==> config.mk <==
export PLATFORM = sky130hd
export DESIGN_NAME = async_ser_tx
export DESIGN_NICKNAME = d
export VERILOG_FILES = /design/src/rtl/ast_pkg.sv /design/src/rtl/ast_bit_timer.sv /design/src/rtl/ast_frame_fsm.sv /design/src/rtl/async_ser_tx.sv
export SDC_FILE = /design/constraint.sdc
export NUM_CORES = 1
export LEC_CHECK = 0
export BUFFER_PORTS_ARGS = -buffer_cell sky130_fd_sc_hd__buf_4
export CAP_MARGIN = 10
export CORE_MARGIN = 10
export CORE_UTILIZATION = 41
export DETAILED_ROUTE_END_ITERATION = 6
export PLACE_DENSITY_LB_ADDON = 0.1
export SKIP_LAST_GASP = 1
export SYNTH_ARGS = -nofsm -noshare
export SYNTH_HDL_FRONTEND = slang
export SYNTH_SLANG_ARGS = --single-unit
==> constraint.sdc <==
create_clock -name clk -period 2.83 [get_ports clk]
set_input_delay 0.283 -clock clk [delete_from_list [all_inputs] [get_ports clk]]
set_output_delay 0.283 -clock clk [all_outputs]
set_load 0.02 [all_outputs]
==> src/rtl/ast_pkg.sv <==
package ast_pkg;

  localparam int unsigned BYTE_W = 8;

  typedef enum logic [2:0] {
    ST_IDLE,
    ST_START,
    ST_DATA,
    ST_PARITY,
    ST_STOP
  } ast_state_e;

  // Mask that keeps only the configured number of data bits (5 + wl).
  function automatic logic [BYTE_W-1:0] keep_mask(input logic [1:0] wl);
    return 8'hFF >> (2'd3 - wl);
  endfunction

  // Index of the last data bit sent (4..7).
  function automatic logic [2:0] last_index(input logic [1:0] wl);
    return {1'b1, wl};
  endfunction

  // Parity bit: the XOR of the kept bits, inverted for the odd setting.
  function automatic logic parity_of(input logic [BYTE_W-1:0] d,
                                     input logic [1:0] wl,
                                     input logic even_sel);
    return (^(d & keep_mask(wl))) ^ ~even_sel;
  endfunction

  // Length of the stop period in ticks.
  function automatic int unsigned stop_len(input logic [1:0] wl,
                                           input logic long_stop,
                                           input int unsigned tpb);
    if (!long_stop) return tpb;
    if (wl == 2'd0) return tpb + tpb / 2;
    return 2 * tpb;
  endfunction

endpackage

==> src/rtl/ast_bit_timer.sv <==
module ast_bit_timer #(
  parameter int unsigned CW = 6
) (
  input  logic          clk,
  input  logic          rst_n,
  input  logic          tick,
  input  logic          restart,
  input  logic [CW-1:0] limit,
  output logic          done
);

  logic [CW-1:0] cnt;

  assign done = tick && !restart && (cnt == limit - CW'(1));

  always_ff @(posedge clk or negedge rst_n) begin
    if (!rst_n)                cnt <= '0;
    else if (restart || done)  cnt <= '0;
    else if (tick)             cnt <= cnt + CW'(1);
  end

endmodule

==> src/rtl/ast_frame_fsm.sv <==
module ast_frame_fsm
  import ast_pkg::*;
#(
  parameter int unsigned TPB = 16,
  parameter int unsigned CW  = 6
) (
  input  logic              clk,
  input  logic              rst_n,
  input  logic              accept,
  input  logic [BYTE_W-1:0] in_data,
  input  logic [1:0]        cfg_wlen,
  input  logic              cfg_par_en,
  input  logic              cfg_par_even,
  input  logic              cfg_stop2,
  input  logic              bit_done,
  output logic [CW-1:0]     bit_limit,
  output logic              line,
  output logic              idle,
  output logic              frame_done
);

  ast_state_e        state;
  logic [BYTE_W-1:0] shreg;
  logic [2:0]        idx;
  logic [2:0]        last_idx;
  logic              par_en_q;
  logic              par_q;
  logic [CW-1:0]     stop_lim_q;

  assign idle       = (state == ST_IDLE);
  assign frame_done = (state == ST_STOP) && bit_done;
  assign bit_limit  = (state == ST_STOP) ? stop_lim_q : CW'(TPB);

  always_comb begin
    unique case (state)
      ST_START:  line = 1'b0;
      ST_DATA:   line = shreg[0];
      ST_PARITY: line = par_q;
      default:   line = 1'b1;
    endcase
  end

  always_ff @(posedge clk or negedge rst_n) begin
    if (!rst_n) begin
      state      <= ST_IDLE;
      shreg      <= '0;
      idx        <= '0;
      last_idx   <= '0;
      par_en_q   <= 1'b0;
      par_q      <= 1'b0;
      stop_lim_q <= CW'(TPB);
    end else begin
      unique case (state)
        ST_IDLE: if (accept) begin
          shreg      <= in_data & keep_mask(cfg_wlen);
          last_idx   <= last_index(cfg_wlen);
          par_en_q   <= cfg_par_en;
          par_q      <= parity_of(in_data, cfg_wlen, cfg_par_even);
          stop_lim_q <= CW'(stop_len(cfg_wlen, cfg_stop2, TPB));
          state      <= ST_START;
        end
        ST_START: if (bit_done) begin
          idx   <= '0;
          state <= ST_DATA;
        end
        ST_DATA: if (bit_done) begin
          shreg <= shreg >> 1;
          idx   <= idx + 3'd1;
          if (idx == last_idx) state <= par_en_q ? ST_PARITY : ST_STOP;
        end
        ST_PARITY: if (bit_done) state <= ST_STOP;
        ST_STOP:   if (bit_done) state <= ST_IDLE;
        default:   state <= ST_IDLE;
      endcase
    end
  end

endmodule

==> src/rtl/async_ser_tx.sv <==
module async_ser_tx
  import ast_pkg::*;
#(
  parameter int unsigned TICKS_PER_BIT = 16
) (
  input  logic              clk,
  input  logic              rst_n,
  input  logic              tick16,
  input  logic [1:0]        cfg_wlen,
  input  logic              cfg_par_en,
  input  logic              cfg_par_even,
  input  logic              cfg_stop2,
  input  logic              in_valid,
  input  logic [BYTE_W-1:0] in_data,
  output logic              in_ready,
  output logic              tx_line,
  output logic              busy
);

  localparam int unsigned CW = $clog2(2 * TICKS_PER_BIT + 1);

  // Named internal events, brought out for the checker.
  logic          accept;
  logic          bit_done;
  logic          frame_done;
  logic          idle;
  logic [CW-1:0] bit_limit;

  assign accept   = in_valid && idle;
  assign in_ready = idle;
  assign busy     = !idle;

  ast_bit_timer #(.CW(CW)) u_timer (
    .clk     (clk),
    .rst_n   (rst_n),
    .tick    (tick16),
    .restart (accept),
    .limit   (bit_limit),
    .done    (bit_done)
  );

  ast_frame_fsm #(.TPB(TICKS_PER_BIT), .CW(CW)) u_fsm (
    .clk          (clk),
    .rst_n        (rst_n),
    .accept       (accept),
    .in_data      (in_data),
    .cfg_wlen     (cfg_wlen),
    .cfg_par_en   (cfg_par_en),
    .cfg_par_even (cfg_par_even),
    .cfg_stop2    (cfg_stop2),
    .bit_done     (bit_done),
    .bit_limit    (bit_limit),
    .line         (tx_line),
    .idle         (idle),
    .frame_done   (frame_done)
  );

endmodule

==> results.md <==
Outcome:
- The run finished with clean final reports.

Pwr:
- The power after layout is 1.78 mW.
- Across the VDD grid, the largest voltage drop is ~0.35 mV.
- The power density over the cells is 902 nW/um2.
- For this design the static power due to leakage is between 0.8 and 0.9 nW.

GRT:
- After global routing the overflow that remains totals 0.
- The global-route total usage across every layer is 0.107.
- The wire length of the first global-routing pass is around 6500 um.
- The number of antenna violations at the first check in global routing is 0.
- The number of global-route vias before repair is ~1300.
- The largest net degree at the start of global routing is 29.

Floorplanning:
- The die is 84.9 um tall.
- The floorplan step defined a die boundary enclosing ~7000 um2.
- The placeable core region is 4030 um2.
- The initial utilization of the core area, before any placement, comes to 0.429.
- The row count is 23.
- The die width is between 80 and 90 um.
- The boundary pin count is 20.

Worst setup path:
- STA puts the critical path data arrival time at ~2.8 ns.
- The element type at the critical path end is a flop.
- The startpoint class of the critical path is a flop.
- The worst reg2reg path depth is 8.
- The end of the worst register-to-register path is u_fsm.shreg[5].
- The critical path is of the flop to flop type.
- In this run the register-to-register setup slack is ~0.25 ns.
- The reg-to-reg critical path startpoint is u_fsm.state[1].
- Along the worst path, the maximum fanout reaches 10.
- The critical path required time is 3.01 ns.

Placed design:
- The number of port buffers is 19.
- The estimated wirelength of the detail-placed design is ~2900 um.
- The congestion estimate from routability-driven global placement came to about 0.83.
- The cell total after placement is 237.

Synthesis:
- The synthesized netlist cell count is around 170.
- For this run, the number of Yosys warnings is 0.
- Yosys mapped a number of flops with a built-in enable equal to 0.
- The number of nets produced by synthesis is 193.
- Synthesis inferred 28 register bits.
- The share of Yosys cell area claimed by the top area cell type is 0.391.
- The proportion of register bits with asynchronous set or reset after synthesis is 1.00.
- The sequential area share after synthesis is 0.406.
- The average instance in the mapped netlist occupies 9.99 um2.
- The number of distinct library cells after synthesis is between 50 and 60.
- Summing every instance area after synthesis gives roughly 1700 um2.
- Yosys attributes the largest share of cell area to sky130_fd_sc_hd__dfrtp_1 (39%), sky130_fd_sc_hd__nand2_1 (5.0%), sky130_fd_sc_hd__xnor2_1 (4.1%).
- In the synthesized netlist the dominant register cell turns out to be sky130_fd_sc_hd__dfrtp_1.
- Of all cell types, the one taking the most synthesized area is sky130_fd_sc_hd__dfrtp_1.

Hold path:
- For hold timing, the worst endpoint is u_fsm.par_en_q.
- The start point of the worst hold path is cfg_par_en.
- The worst hold path cell count is 3.
- The min-delay analysis places its worst path in the category input pin to flop.

Timing:
- Between clock sinks in the finished design, the worst skew comes to 0.00295 ns.
- Summed over all failing endpoints, the final setup total negative slack is 0 ns.
- Of the available clock period, the critical path in the final layout requires 0.911.
- For the finished layout, the period the worst path requires is about 2.6 ns.
- The final setup violation count is 0.
- The number of hold violations in the final report came to 0.
- For the pin with the worst max-slew slack, the measured transition is between 0.4 and 0.5 ns.
- The maximum clock frequency is ~0.39 GHz.
- The worst-case headroom to the max-slew limit is 0.666.
- The max-slew violation total from the final report came to 0.
- Setup repair after global routing left no endpoint under its margin.
- The hold slack is ~0.19 ns.

CTS:
- No sink is reached through more buffers than the 2 on the longest clock path.
- The clock tree root driver cell is sky130_fd_sc_hd__clkbuf_8.
- The number of clock buffers added by TritonCTS is 3.
- The CTS clock-pin slew for the worst setup and hold paths is approximately 0.10 ns.
- The number of post-CTS setup repair buffers is 0.
- The clock sink count is 28.
- CTS built an H-tree with a depth of 1.
- The clock insertion delay at the later pin of the skew report is approximately 0.28 ns.
- TritonCTS built the clock tree.

Finish:
- The net total in the final layout is between 200 and 250.
- From synthesis to final layout, the design area changed by 14.2%.
- The number of antenna diodes in the final layout is 0.
- The proportion of layout cells with a drive suffix above 1 is 0.224.
- The post-layout utilization of the core is 0.490.
- Fill cells in the final layout number 396.
- Leaving out filler cells and counting taps, the final layout contains around 240.

Drt:
- After detailed routing, the number of remaining DRC violations is 0.
- In the final routed layout, each cell accounts on average for 15.5 um.
- The count of TritonRoute iterations in the first routing pass is 4.
- The violation count after the first detailed-route iteration is 58.
- The detail route stage leaves a number of antenna-violating nets equal to 0.
- In the routed layout, each cell is associated on average with a via count of 5.49.
- The total vias in the final route is 1328.
- For this block, the routed nets add up to ~3800 um of wire.

Job:
- Across the run, the number of max-cap violations was 0.
flip-flops by register name (all words and copies together), names as in the netlist:
name,flops
u_timer.cnt,6
u_fsm.stop_lim_q,3
u_fsm.shreg,8
u_fsm.idx,3
u_fsm.par_q,1
u_fsm.last_idx,3
u_fsm.par_en_q,1
u_fsm.state,3
layout make-up:
cell class | instances | area (um2) | share of cell area
Multi-Input combinational cell | 130 | 941 | 0.477
Sequential cell | 28 | 702 | 0.356
Timing Repair Buffer | 26 | 198 | 0.100
Tap cell | 50 | 62.6 | 0.0317
Clock buffer | 4 | 55.1 | 0.0279
Inverter | 4 | 15.0 | 0.00761
power breakdown:
group	internal, mW	switching, mW
Sequential	0.562	0.140
Combinational	0.400	0.422
Clock	0.125	0.131
layer usage:
layer	vias up	track usage	routed length (um)
met2	19	0.155	1600
met5	-	0	0
met4	0	0.0359	53
li1	658	-	-
met1	646	0.149	1970
met3	5	0.0287	146
worst max-delay path, cell delays in order (launching register included):
cell	delay, ns
sky130_fd_sc_hd__dfrtp_1	0.42
sky130_fd_sc_hd__buf_4	0.18
sky130_fd_sc_hd__nor2_1	0.23
sky130_fd_sc_hd__nand3_1	0.11
sky130_fd_sc_hd__ha_1	0.31
sky130_fd_sc_hd__xnor2_1	0.15
sky130_fd_sc_hd__or2_2	0.30
sky130_fd_sc_hd__or4_4	0.49
sky130_fd_sc_hd__o221a_2	0.29
cell usage in the layout, fill, tap and decap left out, drive strengths merged, types with 2 or more instances in the layout:
cell type and n:
xor2 6, nand4 2, xnor2 9, inv 4
o31ai 3, o211ai 2, nor3 9, a22o 2
o41ai 2, buf 25, or3 3, nand2 23
nand2b 7, ha 3, nand3b 2, o21ai 4
o221a 7, or2 2, clkbuf 4, a21o 2
dfrtp 27, nand3 6, nor2 13
synth_stat cells (all sizes together) (2+ instances only):
library cell	instances
a21o	2
a22o	2
buf	6
clkbuf	5
dfrtp	27
ha	3
inv	4
nand2	23
nand2b	7
nand3	6
nand3b	2
nand4	2
nor2	13
nor3	9
o211ai	2
o21ai	4
o221a	7
o31ai	3
o41ai	2
or2	2
or3	3
xnor2	9
xor2	6
worst max path at each step:
| stage | start | endpoint | depth (start not counted) |
|---|---|---|---|
| after floorplan | u_fsm.state[1] | u_fsm.shreg[5] | 9 |
| after global placement | u_fsm.state[1] | u_fsm.shreg[5] | 8 |
| after detailed placement | u_fsm.state[1] | u_fsm.shreg[5] | 8 |
| after CTS | u_fsm.state[1] | u_fsm.shreg[5] | 8 |
| after global routing | u_fsm.state[1] | u_fsm.idx[0] | 8 |
| final | u_fsm.state[1] | u_fsm.shreg[5] | 8 |
stage by stage:
step / cell area, um2 / worst slack [ns]
3_5_place_dp: 1900 / 0.156
6_report: 1970 / 0.252
3_3_place_gp: 1900 / 0.211
2_1_floorplan: 1730 / 0.247
4_1_cts: 1960 / 0.130
5_1_grt: 1970 / 0.0937
repair_timing:
| item | 4_1_cts | 5_1_grt |
|---|---|---|
| hold endpoints to repair | 27 | 0 |
| hold buffers | 1 | 0 |
| endpoints found under the setup margin | 0 | 7 |
| gates resized for setup | 0 | 2 |
kinds of logic after synthesis:
kind of cell	after synthesis	share of synthesized area
multiplexers	1	0.00579
XOR/XNOR	17	0.114
buffers and inverters	15	0.0565
AND/OR/NAND/NOR	75	0.219
adder cells (fa/ha/maj)	3	0.0217
AO/OA/AOI/OAI	34	0.177
flip-flops	28	0.406
(Power assumes the default switching activity.)
